## config.mk

```make
export PLATFORM = sky130hd
export DESIGN_NAME = dual_cmp_timer
export DESIGN_NICKNAME = d
export VERILOG_FILES = /design/src/rtl/dct_pkg.sv /design/src/rtl/dct_sync_edge.sv /design/src/rtl/dct_tick_sel.sv /design/src/rtl/dct_count_core.sv /design/src/rtl/dct_wave_gen.sv /design/src/rtl/dual_cmp_timer.sv
export SDC_FILE = /design/constraint.sdc
export NUM_CORES = 1
export LEC_CHECK = 0
export ABC_AREA = 1
export CAP_MARGIN = 40
export CORE_ASPECT_RATIO = 0.75
export CORE_MARGIN = 5
export CORE_UTILIZATION = 60
export DETAILED_ROUTE_END_ITERATION = 7
export DONT_BUFFER_PORTS = 1
export PLACE_DENSITY = 0.85
export SKIP_LAST_GASP = 1
export SLEW_MARGIN = 5
export SYNTH_ARGS = -nofsm -noshare
export SYNTH_HDL_FRONTEND = slang
export SYNTH_SLANG_ARGS = --single-unit
```

## constraint.sdc

```tcl
create_clock -name clk -period 2.4 [get_ports clk]
set_input_delay 0.36 -clock clk [delete_from_list [all_inputs] [get_ports clk]]
set_output_delay 0.36 -clock clk [all_outputs]
set_load 0.02 [all_outputs]
```

## src/rtl/dct_pkg.sv

```systemverilog
package dct_pkg;
  localparam int unsigned CTRL_BITS = 6;

  localparam logic [2:0] ADDR_CTRL   = 3'd0;
  localparam logic [2:0] ADDR_CMPA   = 3'd1;
  localparam logic [2:0] ADDR_CMPB   = 3'd2;
  localparam logic [2:0] ADDR_COUNT  = 3'd3;
  localparam logic [2:0] ADDR_CMD    = 3'd4;
  localparam logic [2:0] ADDR_STATUS = 3'd5;

  typedef struct packed {
    logic retrig;
    logic prescale;
    logic dual;
    logic ext_clk;
    logic irq_en;
    logic cont;
  } ctrl_t;
endpackage

```

## src/rtl/dct_sync_edge.sv

```systemverilog
module dct_sync_edge #(
  parameter int STAGES = 2
) (
  input  logic clk,
  input  logic rst_n,
  input  logic pin_i,
  output logic level_o,
  output logic rise_o
);
  logic [STAGES-1:0] chain_q;
  logic              last_q;

  always_ff @(posedge clk or negedge rst_n) begin
    if (!rst_n) begin
      chain_q <= '0;
      last_q  <= 1'b0;
    end else begin
      chain_q[0] <= pin_i;
      for (int i = 1; i < STAGES; i++) chain_q[i] <= chain_q[i-1];
      last_q <= chain_q[STAGES-1];
    end
  end

  assign level_o = chain_q[STAGES-1];
  assign rise_o  = chain_q[STAGES-1] & ~last_q;

  // an edge indication lasts a single cycle
  assert_rise_single_R8: assert property (@(posedge clk) disable iff (!rst_n)
    rise_o |=> !rise_o);
endmodule

```

## src/rtl/dct_tick_sel.sv

```systemverilog
module dct_tick_sel (
  input  logic tick_int,
  input  logic pre_tick,
  input  logic pin_level,
  input  logic pin_rise,
  input  logic sel_ext,
  input  logic sel_pre,
  input  logic sel_retrig,
  output logic adv_o,
  output logic retrig_o
);
  always_comb begin
    if (sel_pre)       adv_o = pre_tick;
    else if (sel_ext)  adv_o = pin_rise;
    else               adv_o = tick_int & (sel_retrig | pin_level);
  end
  assign retrig_o = sel_retrig & ~sel_ext & pin_rise;
endmodule

```

## src/rtl/dct_count_core.sv

```systemverilog
module dct_count_core #(
  parameter int W = 16
) (
  input  logic         clk,
  input  logic         rst_n,
  input  logic         mode_cont,
  input  logic         mode_irq,
  input  logic         mode_dual,
  input  logic [W-1:0] cmp_a,
  input  logic [W-1:0] cmp_b,
  input  logic         cnt_wr,
  input  logic [W-1:0] cnt_wdata,
  input  logic         start,
  input  logic         stop,
  input  logic         adv,
  input  logic         retrig_rst,
  output logic [W-1:0] count_o,
  output logic         running_o,
  output logic         phase_o,
  output logic         hit_o,
  output logic         irq_o
);
  function automatic logic [W-1:0] step_up(input logic [W-1:0] c);
    return c + 1'b1;
  endfunction

  function automatic logic at_limit(input logic [W-1:0] c, input logic [W-1:0] lim);
    return step_up(c) == lim;
  endfunction

  logic [W-1:0] count_q;
  logic         running_q, phase_q, irq_q;
  logic [W-1:0] cmp_act;
  logic         moving, hit, halt_now;

  assign cmp_act  = (mode_dual && phase_q) ? cmp_b : cmp_a;
  assign moving   = running_q && adv && !cnt_wr && !retrig_rst;
  assign hit      = moving && at_limit(count_q, cmp_act);
  assign halt_now = hit && !mode_cont && (!mode_dual || phase_q);

  always_ff @(posedge clk or negedge rst_n) begin
    if (!rst_n) begin
      count_q   <= '0;
      running_q <= 1'b0;
      phase_q   <= 1'b0;
      irq_q     <= 1'b0;
    end else begin
      if (cnt_wr)                       count_q <= cnt_wdata;
      else if (running_q && retrig_rst) count_q <= '0;
      else if (moving)                  count_q <= hit ? '0 : step_up(count_q);

      if (stop)          running_q <= 1'b0;
      else if (start)    running_q <= 1'b1;
      else if (halt_now) running_q <= 1'b0;

      if (!mode_dual) phase_q <= 1'b0;
      else if (hit)   phase_q <= ~phase_q;

      irq_q <= hit && mode_irq;
    end
  end

  assign count_o   = count_q;
  assign running_o = running_q;
  assign phase_o   = phase_q;
  assign hit_o     = hit;
  assign irq_o     = irq_q;

  // the count is back at zero after a terminal event
  assert_wrap_zero_R1: assert property (@(posedge clk) disable iff (!rst_n)
    hit |=> count_q == '0);
  // single mode stops at the end of its final phase
  assert_single_halt_R3: assert property (@(posedge clk) disable iff (!rst_n)
    (hit && !mode_cont && (!mode_dual || phase_q) && !start) |=> !running_q);
  // an enabled terminal event yields a pulse
  assert_irq_follows_R4: assert property (@(posedge clk) disable iff (!rst_n)
    (hit && mode_irq) |=> irq_q);
  // no pulse without a terminal event
  assert_irq_cause_R4: assert property (@(posedge clk) disable iff (!rst_n)
    irq_q |-> $past(hit));
  // every dual-mode terminal event flips the phase
  assert_phase_flip_R10: assert property (@(posedge clk) disable iff (!rst_n)
    (hit && mode_dual) |=> (phase_q != $past(phase_q)) || !mode_dual);
endmodule

```

## src/rtl/dct_wave_gen.sv

```systemverilog
module dct_wave_gen (
  input  logic clk,
  input  logic rst_n,
  input  logic mode_dual,
  input  logic phase,
  input  logic hit,
  output logic wave_o
);
  logic low_q;

  always_ff @(posedge clk or negedge rst_n) begin
    if (!rst_n) low_q <= 1'b0;
    else        low_q <= hit;
  end

  assign wave_o = mode_dual ? ~phase : ~low_q;

  // without a terminal event the single-compare output returns high
  assert_low_one_clock_R11: assert property (@(posedge clk) disable iff (!rst_n)
    (!mode_dual && !hit) |=> (wave_o || mode_dual));
  // a terminal event drives the single-compare output low
  assert_low_after_hit_R11: assert property (@(posedge clk) disable iff (!rst_n)
    (!mode_dual && hit) |=> (!wave_o || mode_dual));
endmodule

```

## src/rtl/dual_cmp_timer.sv

```systemverilog
module dual_cmp_timer #(
  parameter int W           = 16,
  parameter int ADDR_W      = 3,
  parameter int SYNC_STAGES = 2
) (
  input  logic              clk,
  input  logic              rst_n,
  input  logic              tick_int,
  input  logic              pre_tick,
  input  logic              tmr_pin,
  input  logic              wr_en,
  input  logic [ADDR_W-1:0] wr_addr,
  input  logic [W-1:0]      wr_data,
  input  logic              rd_en,
  input  logic [ADDR_W-1:0] rd_addr,
  output logic [W-1:0]      rd_data,
  output logic              rd_valid,
  output logic              irq,
  output logic              wave_out
);
  import dct_pkg::*;

  localparam int PAD_CTRL = W - CTRL_BITS;
  localparam int PAD_STAT = W - 3;

  ctrl_t        ctrl_q;
  logic [W-1:0] cmpa_q, cmpb_q;
  logic         flag_q;
  logic [W-1:0] rd_data_q;
  logic         rd_valid_q;

  logic         pin_level, pin_rise, adv, retrig_rst;
  logic [W-1:0] count;
  logic         running, phase, hit;
  logic         cnt_wr, start, stop, stat_rd;

  assign cnt_wr  = wr_en && (wr_addr == ADDR_COUNT);
  assign start   = wr_en && (wr_addr == ADDR_CMD) && wr_data[0];
  assign stop    = wr_en && (wr_addr == ADDR_CMD) && wr_data[1];
  assign stat_rd = rd_en && (rd_addr == ADDR_STATUS);

  dct_sync_edge #(.STAGES(SYNC_STAGES)) u_sync (
    .clk(clk), .rst_n(rst_n), .pin_i(tmr_pin),
    .level_o(pin_level), .rise_o(pin_rise)
  );

  dct_tick_sel u_sel (
    .tick_int(tick_int), .pre_tick(pre_tick),
    .pin_level(pin_level), .pin_rise(pin_rise),
    .sel_ext(ctrl_q.ext_clk), .sel_pre(ctrl_q.prescale), .sel_retrig(ctrl_q.retrig),
    .adv_o(adv), .retrig_o(retrig_rst)
  );

  dct_count_core #(.W(W)) u_core (
    .clk(clk), .rst_n(rst_n),
    .mode_cont(ctrl_q.cont), .mode_irq(ctrl_q.irq_en), .mode_dual(ctrl_q.dual),
    .cmp_a(cmpa_q), .cmp_b(cmpb_q),
    .cnt_wr(cnt_wr), .cnt_wdata(wr_data),
    .start(start), .stop(stop), .adv(adv), .retrig_rst(retrig_rst),
    .count_o(count), .running_o(running), .phase_o(phase),
    .hit_o(hit), .irq_o(irq)
  );

  dct_wave_gen u_wave (
    .clk(clk), .rst_n(rst_n), .mode_dual(ctrl_q.dual),
    .phase(phase), .hit(hit), .wave_o(wave_out)
  );

  always_ff @(posedge clk or negedge rst_n) begin
    if (!rst_n) begin
      ctrl_q <= '0;
      cmpa_q <= '0;
      cmpb_q <= '0;
    end else if (wr_en) begin
      case (wr_addr)
        ADDR_CTRL: ctrl_q <= ctrl_t'(wr_data[CTRL_BITS-1:0]);
        ADDR_CMPA: cmpa_q <= wr_data;
        ADDR_CMPB: cmpb_q <= wr_data;
        default:   ;
      endcase
    end
  end

  always_ff @(posedge clk or negedge rst_n) begin
    if (!rst_n)       flag_q <= 1'b0;
    else if (hit)     flag_q <= 1'b1;
    else if (stat_rd) flag_q <= 1'b0;
  end

  always_ff @(posedge clk or negedge rst_n) begin
    if (!rst_n) begin
      rd_data_q  <= '0;
      rd_valid_q <= 1'b0;
    end else begin
      rd_valid_q <= rd_en;
      if (rd_en) begin
        case (rd_addr)
          ADDR_CTRL:   rd_data_q <= {{PAD_CTRL{1'b0}}, ctrl_q};
          ADDR_CMPA:   rd_data_q <= cmpa_q;
          ADDR_CMPB:   rd_data_q <= cmpb_q;
          ADDR_COUNT:  rd_data_q <= count;
          ADDR_STATUS: rd_data_q <= {{PAD_STAT{1'b0}}, phase, running, flag_q};
          default:     rd_data_q <= '0;
        endcase
      end
    end
  end

  assign rd_data  = rd_data_q;
  assign rd_valid = rd_valid_q;

  // a terminal event always leaves the flag set
  assert_flag_set_R5: assert property (@(posedge clk) disable iff (!rst_n)
    hit |=> flag_q);
  // read data is valid exactly one cycle after the strobe
  assert_rd_latency_R5: assert property (@(posedge clk) disable iff (!rst_n)
    rd_en |=> rd_valid);
  // a count write lands on its edge
  assert_count_load_R12: assert property (@(posedge clk) disable iff (!rst_n)
    cnt_wr |=> count == $past(wr_data));
endmodule

```

==> results of run 1 <==
[path summary, 6_finish.rpt]
| path | from | slack (ns) | endpoint | depth (start not counted) |
|---|---|---|---|---|
| min | rd_en | 0.10 | rd_data[4] | 2 |
| max in group asynchronous | rst_n | 1.52 | u_core.count_o[11] | 2 |
| max reg2reg | u_core.count_o[0] | 0.18 | u_core.count_o[7] | 12 |
| max | u_core.count_o[0] | 0.18 | u_core.count_o[7] | 12 |
| min reg2reg | u_sync.chain_q[0] | 0.36 | u_sync.chain_q[1] | 0 |
| min in group asynchronous | rst_n | 0.52 | u_sync.chain_q[0] | 2 |
[layout make-up]
type / count / area (sq um)
Timing Repair Buffer: 17 / 155
Tap cell: 101 / 126
Sequential cell: 79 / 1980
Fill cell: 605 / 2380
Multi-Input combinational cell: 474 / 2250
Clock buffer: 9 / 124
Clock inverter: 7 / 78.8
Inverter: 80 / 300
[layout by cell type (no fill, tap or decap), types with 8 or more instances in the layout]
cell	netlist	final
nand2_1	190	189
inv_1	80	79
dfrtp_1	79	75
nor2_1	69	65
o21ai_0	59	58
nand3_1	42	41
a21oi_1	40	40
buf_4	2	13
nand4_1	11	11
o21ai_1	8	9
o21ai_2	9	9
clkbuf_8	0	9
a221oi_1	8	8
[power groups by stage]
stage                     combinational [mW]  clock, mW  sequential, mW
after floorplan                         1.46          0            1.91
after global placement                  1.82          0            2.02
after detailed placement                1.86          0            2.04
after CTS                               1.91       1.06            2.01
after global routing                    2.31       1.13            2.08
final                                   2.04       1.04            2.05
[sequential cells by signal, summed over array words and instances, names as in the netlist]
register,count
u_core.irq_o,1
u_sync.last_q,1
flag_q,1
u_core.phase_o,1
ctrl_q,6
rd_valid,1
cmpb_q,16
cmpa_q,16
u_wave.low_q,1
u_sync.chain_q,2
u_core.running_o,1
rd_data,16
u_core.count_o,16
[worst max-delay path, delay by kind of cell, from the launching register on]
family,cells,cell delay [ns]
buf+inv,1,0.13
flops,1,0.43
simple gates,8,1.04
fa+ha+maj,1,0.26
compound gates,2,0.24
[what timing repair did]
action / in CTS / in global routing
setup endpoints to repair: 0 / 19
hold buffers: 3 / 1
buffers inserted: 0 / 1
resized for setup: 0 / 18
hold endpoints to repair: 80 / 1
[metal layers]
layer / GRT usage (%) / share of wire (%) / up-vias
met2: 41.8 / 41 / 294
met3: 8.32 / 14 / 29
li1: - / - / 2140
met5: 0 / 0 / -
met4: 7.05 / 1.8 / 0
met1: 44.7 / 43 / 2105
[cell families after synthesis]
family | count (synthesis)
buffers and inverters | 102
adders and majority gates | 1
and+or+nand+nor | 336
DFF | 79
xor gates and xnor gates | 3
AOI/OAI and AO/OA | 133
[metrics by stage]
step,instances,setup TNS [ns],utilization (%)
floorplan,654,0,-
global placement,745,0,63.5
detailed placement,745,0,63.5
CTS,764,0,66.8
global route,767,-0.0369,67.9
finish,767,0,67.9
==> results.yml, run 1 <==
run_status:
  status: "finished, final reports clean"
logic_synthesis:
  synth.area.top_cells: "dfrtp_1 43%, nand2_1 16%, inv_1 6.5%"
  syn_area_sq_mm: 0.00459
  ys_ff_latch: 79
  synth.area.mux_share_pct: 0
  async_reset_ff_share_pct: 100
  yosys.area.top_type_share_pct: 43.1
  synth.net_count: 684
  avgSynthCellArea_sq_um: 7.02
  synthSimpleGateAreaFrac_pct: 30.6
  ys_warn_count: 0
  synth_edf_count: 0
  synth_top_area_cell: "dfrtp_1"
  synth_flop_cell: "dfrtp_1"
  synth_top_family_by_area: "simple AND/OR/NAND/NOR gates"
  synth_xor_area_share_pct: 0.572
  seq_area_frac_synth_pct: 43.1
  synthAdderAreaFrac_pct: 0.273
  synth_cells: 654
  synth_compound_area_share_pct: 16.5
  synth_common_cells: "190 x nand2_1, 80 x inv_1, 79 x dfrtp_1"
  synthDistinctLibCells: 32
  yosysMostFrequentCell: "nand2_1"
timing:
  period_share_pct: 92.4
  max_freq_mhz: 451
  slew_violations: 0
  slew_headroom_pct: 52.2
  finalSetupViolations: 0
  min_period_ns: 2.22
  finalWorstSetupSlack_ns: 0.183
  holdWs_ns: 0.102
  worst_slew_pin_slew_ns: 0.711
  hold_viol: 0
  final.setup_skew_ns: 0.0124
global_route:
  grt_max_degree: 80
  antenna_found_initial: 0
  grt-ovfl-total: 0
  grt_pass1_wl_microns: 22200
  grt_pass1_vias: 4168
  grt_use_total_pct: 29.6
placed_design:
  dp_hpwl_microns: 10300
  place_area_sq_mm: 0.00469
  place.gp.congestion: 0.967
  place_ws_ns: 0.143
  io_buffers: 0
floorplanning:
  core_sq_mm: 0.00740
  rows: 27
  ioPinCount: 48
  die_w_microns: 111
  die_y_microns: 85.8
  initial_core_util_pct: 62.0
  dieArea_sq_mm: 0.00952
clock_network:
  cts_buffer_depth: 2
  htree_levels: 3
  clock_latency_ns: 0.37
  cts_tree: "yes"
  cts_root_buf: "clkbuf_8"
  cts.sinks: 79
  cts_buffers: 9
  clk_pin_slew_ns: 0.09
layout:
  area_growth_pct: 9.38
  drive_gt1_share_pct: 9.31
  fin_nets: 691
  diodes: 0
  fin_area_sq_mm: 0.00502
power_and_ir_drop:
  p_comb_share_pct: 39.9
  clkPwrFrac_pct: 20.2
  swShare_pct: 45.1
  seq_power_share_pct: 39.9
  vdd_drop_max_uv: 670
  p_leak_nw: 2.70
  switchingPower_mw: 2.31
  power_mw: 5.13
  p_int_mw: 2.82
  powerDensity_mw_per_mm2: 1020
setup_path:
  crit_type: "flop to flop"
  critical_path_peak_fanout: 10
  cp_cell_sequence: "ha_2, nand3_2, inv_2, nand2_1, o21ai_1, nand2_1, nand2_1, nand3_1, nor2_2, nand2_4, nand2_1, a21oi_1"
  critPathSlowestCell: "dfrtp_1"
  cp.arrival_ns: 2.47
  start_kind: "flop"
  slowest_delay_ns: 0.43
  cp.required_ns: 2.65
  end_kind: "flop"
  cpMostUsedCell: "nand2_1"
worst_hold_path:
  hp-class: "input port to flop"
routing:
  via_per_inst: 5.96
  dr.first_iter.drc_count: 619
  avgRoutedWirePerCell_microns: 18.1
  drt_wl_total_microns: 13900
  ant_nets: 0
  drcViolationCount: 0
  vias: 4568
  dr.pass1.iters: 6
flow_run:
  cap_violations: 0
(Power assumes the default switching activity.)
==> run 2: changes to the inputs <==
- ABC_AREA: 1 -> not set
==> run 2 against run 1 <==
  * Sequential share of layout area shrank 5.8 points
  * The run now ends with negative setup slack left
  * Sequential cell count stayed put
  * Clock skew is 0.0041 ns lower
  * Synthesized area increased by 0.30%
  * Setup slack got worse by 0.61 ns
  * Non-clock buffer count up 67
  * Largest power group is now combinational logic
  * Via count decreased by 3.7%
  * Register-to-register slack worse by 0.61 ns
  * Clock-buffer cell count rose by 1
==> results.yml, run 2 <==
layout:
  layout.cells.non_filler: 628
  area_growth_pct: 27.7
  final_common_cell: "dfrtp_1"
  fin_area_sq_mm: 0.00588
  drive_gt1_share_pct: 39.7
  diodes: 0
  fin_nets: 552
  nFillCells: 398
  postLayoutCoreUtil_pct: 79.5
  layout_common_cells: "74 x dfrtp_1, 71 x buf_4, 46 x mux2_2, 36 x nand2_1, 20 x inv_1"
setup_path:
  start_kind: "flop"
  slowest_delay_ns: 0.50
  critical_path_peak_fanout: 6
  critPathTopFamily: "simple AND/OR/NAND/NOR gates"
  crit_type: "flop to flop"
  cp_num_buf_inv: 1
  critPathSlowestCell: "dfrtp_2"
  end_kind: "flop"
  cp.required_ns: 2.63
  cp.arrival_ns: 3.05
  cpMostUsedCell: "o31ai_4"
  cp_cell_sequence: "and3_4, or3_4, o211a_1, o31ai_4, o221ai_2, or4b_4, buf_8, o31ai_4, a22oi_1"
power_and_ir_drop:
  p_leak_nw: 2.55
  vdd_drop_max_uv: 724
  powerDensity_mw_per_mm2: 830
routing:
  drcViolationCount: 0
  ant_nets: 0
  topRoutingLayerUsed: "met4"
  wl_met2_microns: 7150
  via_per_inst: 7.01
  drt_wl_total_microns: 15800
  avgRoutedWirePerCell_microns: 25.1
  wl_met3_microns: 2130
  met1_length_microns: 5820
  dr.first_iter.drc_count: 510
  dr.pass1.iters: 5
  vias: 4400
floorplanning:
  core_sq_mm: 0.00740
  initial_core_util_pct: 62.2
  die_w_microns: 111
  dieArea_sq_mm: 0.00954
  die_y_microns: 85.9
  ioPinCount: 48
  rows: 27
worst_hold_path:
  hp-class: "input port to flop"
logic_synthesis:
  yosys.area.top_type_share_pct: 42.9
  ys_warn_count: 0
  async_reset_ff_share_pct: 100
  avgSynthCellArea_sq_um: 10.1
  syn_area_sq_mm: 0.00460
  synth.net_count: 485
  seq_area_frac_synth_pct: 42.9
  synth_cells: 455
  yosysMostFrequentCell: "dfrtp_1"
  synth_flop_cell: "dfrtp_1"
  ys_ff_latch: 79
  synthDistinctLibCells: 59
  synth_top_area_cell: "dfrtp_1"
  synth.area.top_cells: "dfrtp_1 43%, mux2_2 11%, nand2_1 3.1%"
  synth_common_cells: "79 x dfrtp_1, 46 x mux2_2, 38 x nand2_1"
  synth_edf_count: 0
clock_network:
  cts_tree: "yes"
  cts.sinks: 79
  htree_levels: 3
  clock_latency_ns: 0.36
  cts_root_buf: "clkbuf_8"
  cts_buffer_depth: 2
  cts_buffers: 9
  clk_pin_slew_ns: 0.09
flow_run:
  cap_violations: 0
timing:
  finalWorstSetupSlack_ns: -0.423
  period_share_pct: 118
  slew_headroom_pct: 65.8
  max_freq_mhz: 354
  tns_ns: -6.86
  worst_slew_pin_slew_ns: 0.499
  hold_viol: 0
  holdWs_ns: 0.0769
  min_period_ns: 2.82
  final.setup_skew_ns: 0.00825
  finalSetupViolations: 21
  rsz0062_at_grt: "yes"
  slew_violations: 0
global_route:
  antenna_found_initial: 0
  grt_pass1_wl_microns: 23900
  grt_use_total_pct: 32.2
  grt_max_degree: 80
  grt-ovfl-total: 0
  grt_pass1_vias: 4411
placed_design:
  place.gp.congestion: 0.944
  dp_cells: 598
  io_buffers: 0
  place_area_sq_mm: 0.00522
  dp_hpwl_microns: 9830
run_status:
  violations: "negative setup slack"
  status: "complete, but fails checks"
-- run 2: cells by family after synthesis --
group / count (synthesis) / synth area share, %
xor gates and xnor gates: 19 / 3.91
muxes: 63 / 15.8
AOI/OAI and AO/OA: 104 / 15.2
adders and majority gates: 1 / 0.272
buffers and inverters: 49 / 4.18
DFF: 79 / 42.9
and+or+nand+nor: 140 / 17.7
-- run 2: power breakdown --
group / internal (mW) / switching, mW
Combinational: 0.978 / 1.00
Clock: 0.431 / 0.574
Sequential: 1.58 / 0.313
-- run 2: layer usage --
layer | global-route usage, % | vias up
met1 | 41.8 | 2139
met5 | 0 | -
li1 | - | 1817
met3 | 10.5 | 84
met2 | 50.7 | 360
met4 | 12.8 | 0
-- run 2: timing repair --
item,in CTS,in global routing
buffers inserted,10,2
resized for setup,39,42
pin swaps,3,13
endpoints found under the hold margin,79,2
endpoints found under the setup margin,21,21
hold buffers,2,2
-- run 2: worst register-to-register path, stage by stage (launching register included) --
cell,delay (ns)
dfrtp_2,0.50
and3_4,0.20
or3_4,0.38
o211a_1,0.24
o31ai_4,0.29
o221ai_2,0.14
or4b_4,0.50
buf_8,0.17
o31ai_4,0.18
a22oi_1,0.10
-- run 2: path summary, 6_finish.rpt --
| kind | to | slack, ns | from | depth (start not counted) |
|---|---|---|---|---|
| min in group asynchronous | rd_data[2] | 0.56 | rst_n | 2 |
| min | rd_data[2] | 0.08 | rd_en | 1 |
| max in group asynchronous | ctrl_q[3] | 1.50 | rst_n | 2 |
| min reg2reg | u_sync.chain_q[1] | 0.38 | u_sync.chain_q[0] | 0 |
| max | u_core.running_o | -0.42 | ctrl_q[3] | 9 |
| max reg2reg | u_core.running_o | -0.42 | ctrl_q[3] | 9 |
-- run 2: cell type report --
| type | count | area [sq um] | share of cell area (%) |
|---|---|---|---|
| Sequential cell | 79 | 1980 | 33.7 |
| Timing Repair Buffer | 84 | 726 | 12.3 |
| Clock inverter | 6 | 61.3 | 1.04 |
| Inverter | 21 | 78.8 | 1.34 |
| Tap cell | 101 | 126 | 2.15 |
| Multi-Input combinational cell | 327 | 2770 | 47.1 |
| Clock buffer | 10 | 138 | 2.34 |
-- run 2: per-stage QoR --
stage / worst slack, ns / power [mW]
after floorplan: -0.176 / 2.85
after global placement: -0.443 / 3.38
after detailed placement: -0.522 / 3.46
after CTS: -0.356 / 4.64
after global routing: -0.489 / 5.08
final: -0.423 / 4.88
==> run 3: changes to the inputs <==
==> constraint.sdc (replaced) <==
create_clock -name clk -period 2.4 [get_ports clk]
set_input_delay 0.24 -clock clk [delete_from_list [all_inputs] [get_ports clk]]
set_output_delay 0.24 -clock clk [all_outputs]
set_load 0.02 [all_outputs]
==> run 3 against run 2 <==
  * The run still ends with negative setup slack left
  * Cell count increased by 0.80%
  * Clock-buffer cell count unchanged
  * Register-to-register slack about the same
==> results.yml, run 3 (synthesis gave the netlist of run 2 again) <==
timing:
  rsz0062_at_grt: "yes"
  min_period_ns: 2.81
  slew_headroom_pct: 59.7
  period_share_pct: 117
  finalWorstSetupSlack_ns: -0.410
  slew_violations: 0
  hold_viol: 0
  max_freq_mhz: 356
  finalSetupViolations: 21
  worst_slew_pin_slew_ns: 0.602
  holdWs_ns: 0.00624
  final.setup_skew_ns: 0.0138
  tns_ns: -7.06
run_status:
  violations: "negative setup slack"
  status: "complete, but fails checks"
routing:
  dr.pass1.iters: 8
  dr.first_iter.drc_count: 430
  drcViolationCount: 0
  avgRoutedWirePerCell_microns: 23.0
  via_per_inst: 6.70
  vias: 4244
  ant_nets: 0
  drt_wl_total_microns: 14600
clock_network:
  cts_root_buf: "clkbuf_8"
  clock_latency_ns: 0.38
  cts.sinks: 79
  cts_buffer_depth: 2
  clk_pin_slew_ns: 0.10
  cts_tree: "yes"
  htree_levels: 3
  cts_buffers: 9
setup_path:
  cp.required_ns: 2.67
  cp_num_buf_inv: 3
  critPathTopFamily: "compound AO/OA/AOI/OAI gates"
  cpMostUsedCell: "buf_4"
  slowest_delay_ns: 0.50
  start_kind: "flop"
  critPathSlowestCell: "or4b_4"
  r2r-start: "ctrl_q[3]"
  end_kind: "flop"
  critical_path_peak_fanout: 7
  r2r_end: "u_core.count_o[7]"
  cp_cell_sequence: "buf_4, a21boi_1, buf_4, o21ai_0, and3_4, o31ai_4, or4b_4, buf_8, a221oi_4, nor3_2"
  cp.arrival_ns: 3.08
  r2r_cells: 10
  rrSetupSlack_ns: -0.41
  crit_type: "flop to flop"
global_route:
  antenna_found_initial: 0
  grt-ovfl-total: 0
  grt_pass1_vias: 4242
  grt_use_total_pct: 30.2
  grt_pass1_wl_microns: 22400
  grt_max_degree: 80
floorplanning:
  initial_core_util_pct: 62.2
  dieArea_sq_mm: 0.00954
  rows: 27
  core_sq_mm: 0.00740
  die_y_microns: 85.9
  die_w_microns: 111
  ioPinCount: 48
layout:
  area_growth_pct: 25.8
  postLayoutCoreUtil_pct: 78.3
  layout_common_cells: "75 x dfrtp_1, 68 x buf_4, 46 x mux2_2, 36 x nand2_1, 21 x inv_1"
  drive_gt1_share_pct: 34.7
  fin_nets: 556
  final_common_cell: "dfrtp_1"
  layout.cells.non_filler: 633
placed_design:
  place.gp.congestion: 1.02
  dp_hpwl_microns: 9520
  io_buffers: 0
  dp_cells: 595
worst_hold_path:
  hold_depth: 1
  min_from: "wr_data[13]"
  min_to: "cmpb_q[13]"
  hp-class: "input port to flop"
flow_run:
  cap_violations: 0
power_and_ir_drop:
  p_leak_nw: 2.50
  vdd_drop_max_uv: 635
  powerDensity_mw_per_mm2: 813
run 3: area by class of cell:
type / count / area, sq um
multi-input combinational: 327 / 2670
sequential: 79 / 1980
fill: 410 / 1610
timing repair buffer: 88 / 737
clock buffer: 10 / 138
tap: 101 / 126
inverter: 21 / 78.8
clock inverter: 6 / 57.6
antenna: 1 / 2.50
run 3: worst max path at each step:
stage	from	depth (start not counted)	endpoint
2_1_floorplan	ctrl_q[3]	10	u_core.count_o[7]
3_3_place_gp	ctrl_q[3]	9	u_core.count_o[7]
3_5_place_dp	ctrl_q[3]	9	u_core.count_o[13]
4_1_cts	ctrl_q[3]	9	u_core.count_o[13]
5_1_grt	ctrl_q[3]	10	u_core.count_o[7]
6_report	ctrl_q[3]	10	u_core.count_o[7]
run 3: per-stage QoR:
step / area [sq um] / worst slack [ns] / power (mW)
after floorplan: 4680 / -0.176 / 2.85
after global placement: 5170 / -0.491 / 3.35
after detailed placement: 5180 / -0.585 / 3.42
after CTS: 5570 / -0.392 / 4.51
after global routing: 5790 / -0.539 / 4.92
final: 5790 / -0.410 / 4.71
run 3: repair_timing:
item / CTS / global route
pin swaps: 0 / 6
setup endpoints to repair: 21 / 21
setup buffers: 2 / 3
resized for setup: 7 / 46
hold buffers: 14 / 2
hold endpoints to repair: 109 / 2
run 3: routing by layer:
layer  global-route usage (%)  vias to the layer above  share of wire [%]
met5                        0                        -                  0
met4                     8.73                        0                3.5
met3                     12.0                       59                 13
met2                     47.0                      298                 45
met1                     39.6                     2060                 38
li1                         -                     1827                  -
run 3: where the power goes:
group | internal, mW | switching [mW] | total (mW)
Sequential | 1.58 | 0.294 | 1.88
Clock | 0.431 | 0.573 | 1.00
Combinational | 0.911 | 0.916 | 1.83
Total | 2.93 | 1.78 | 4.71
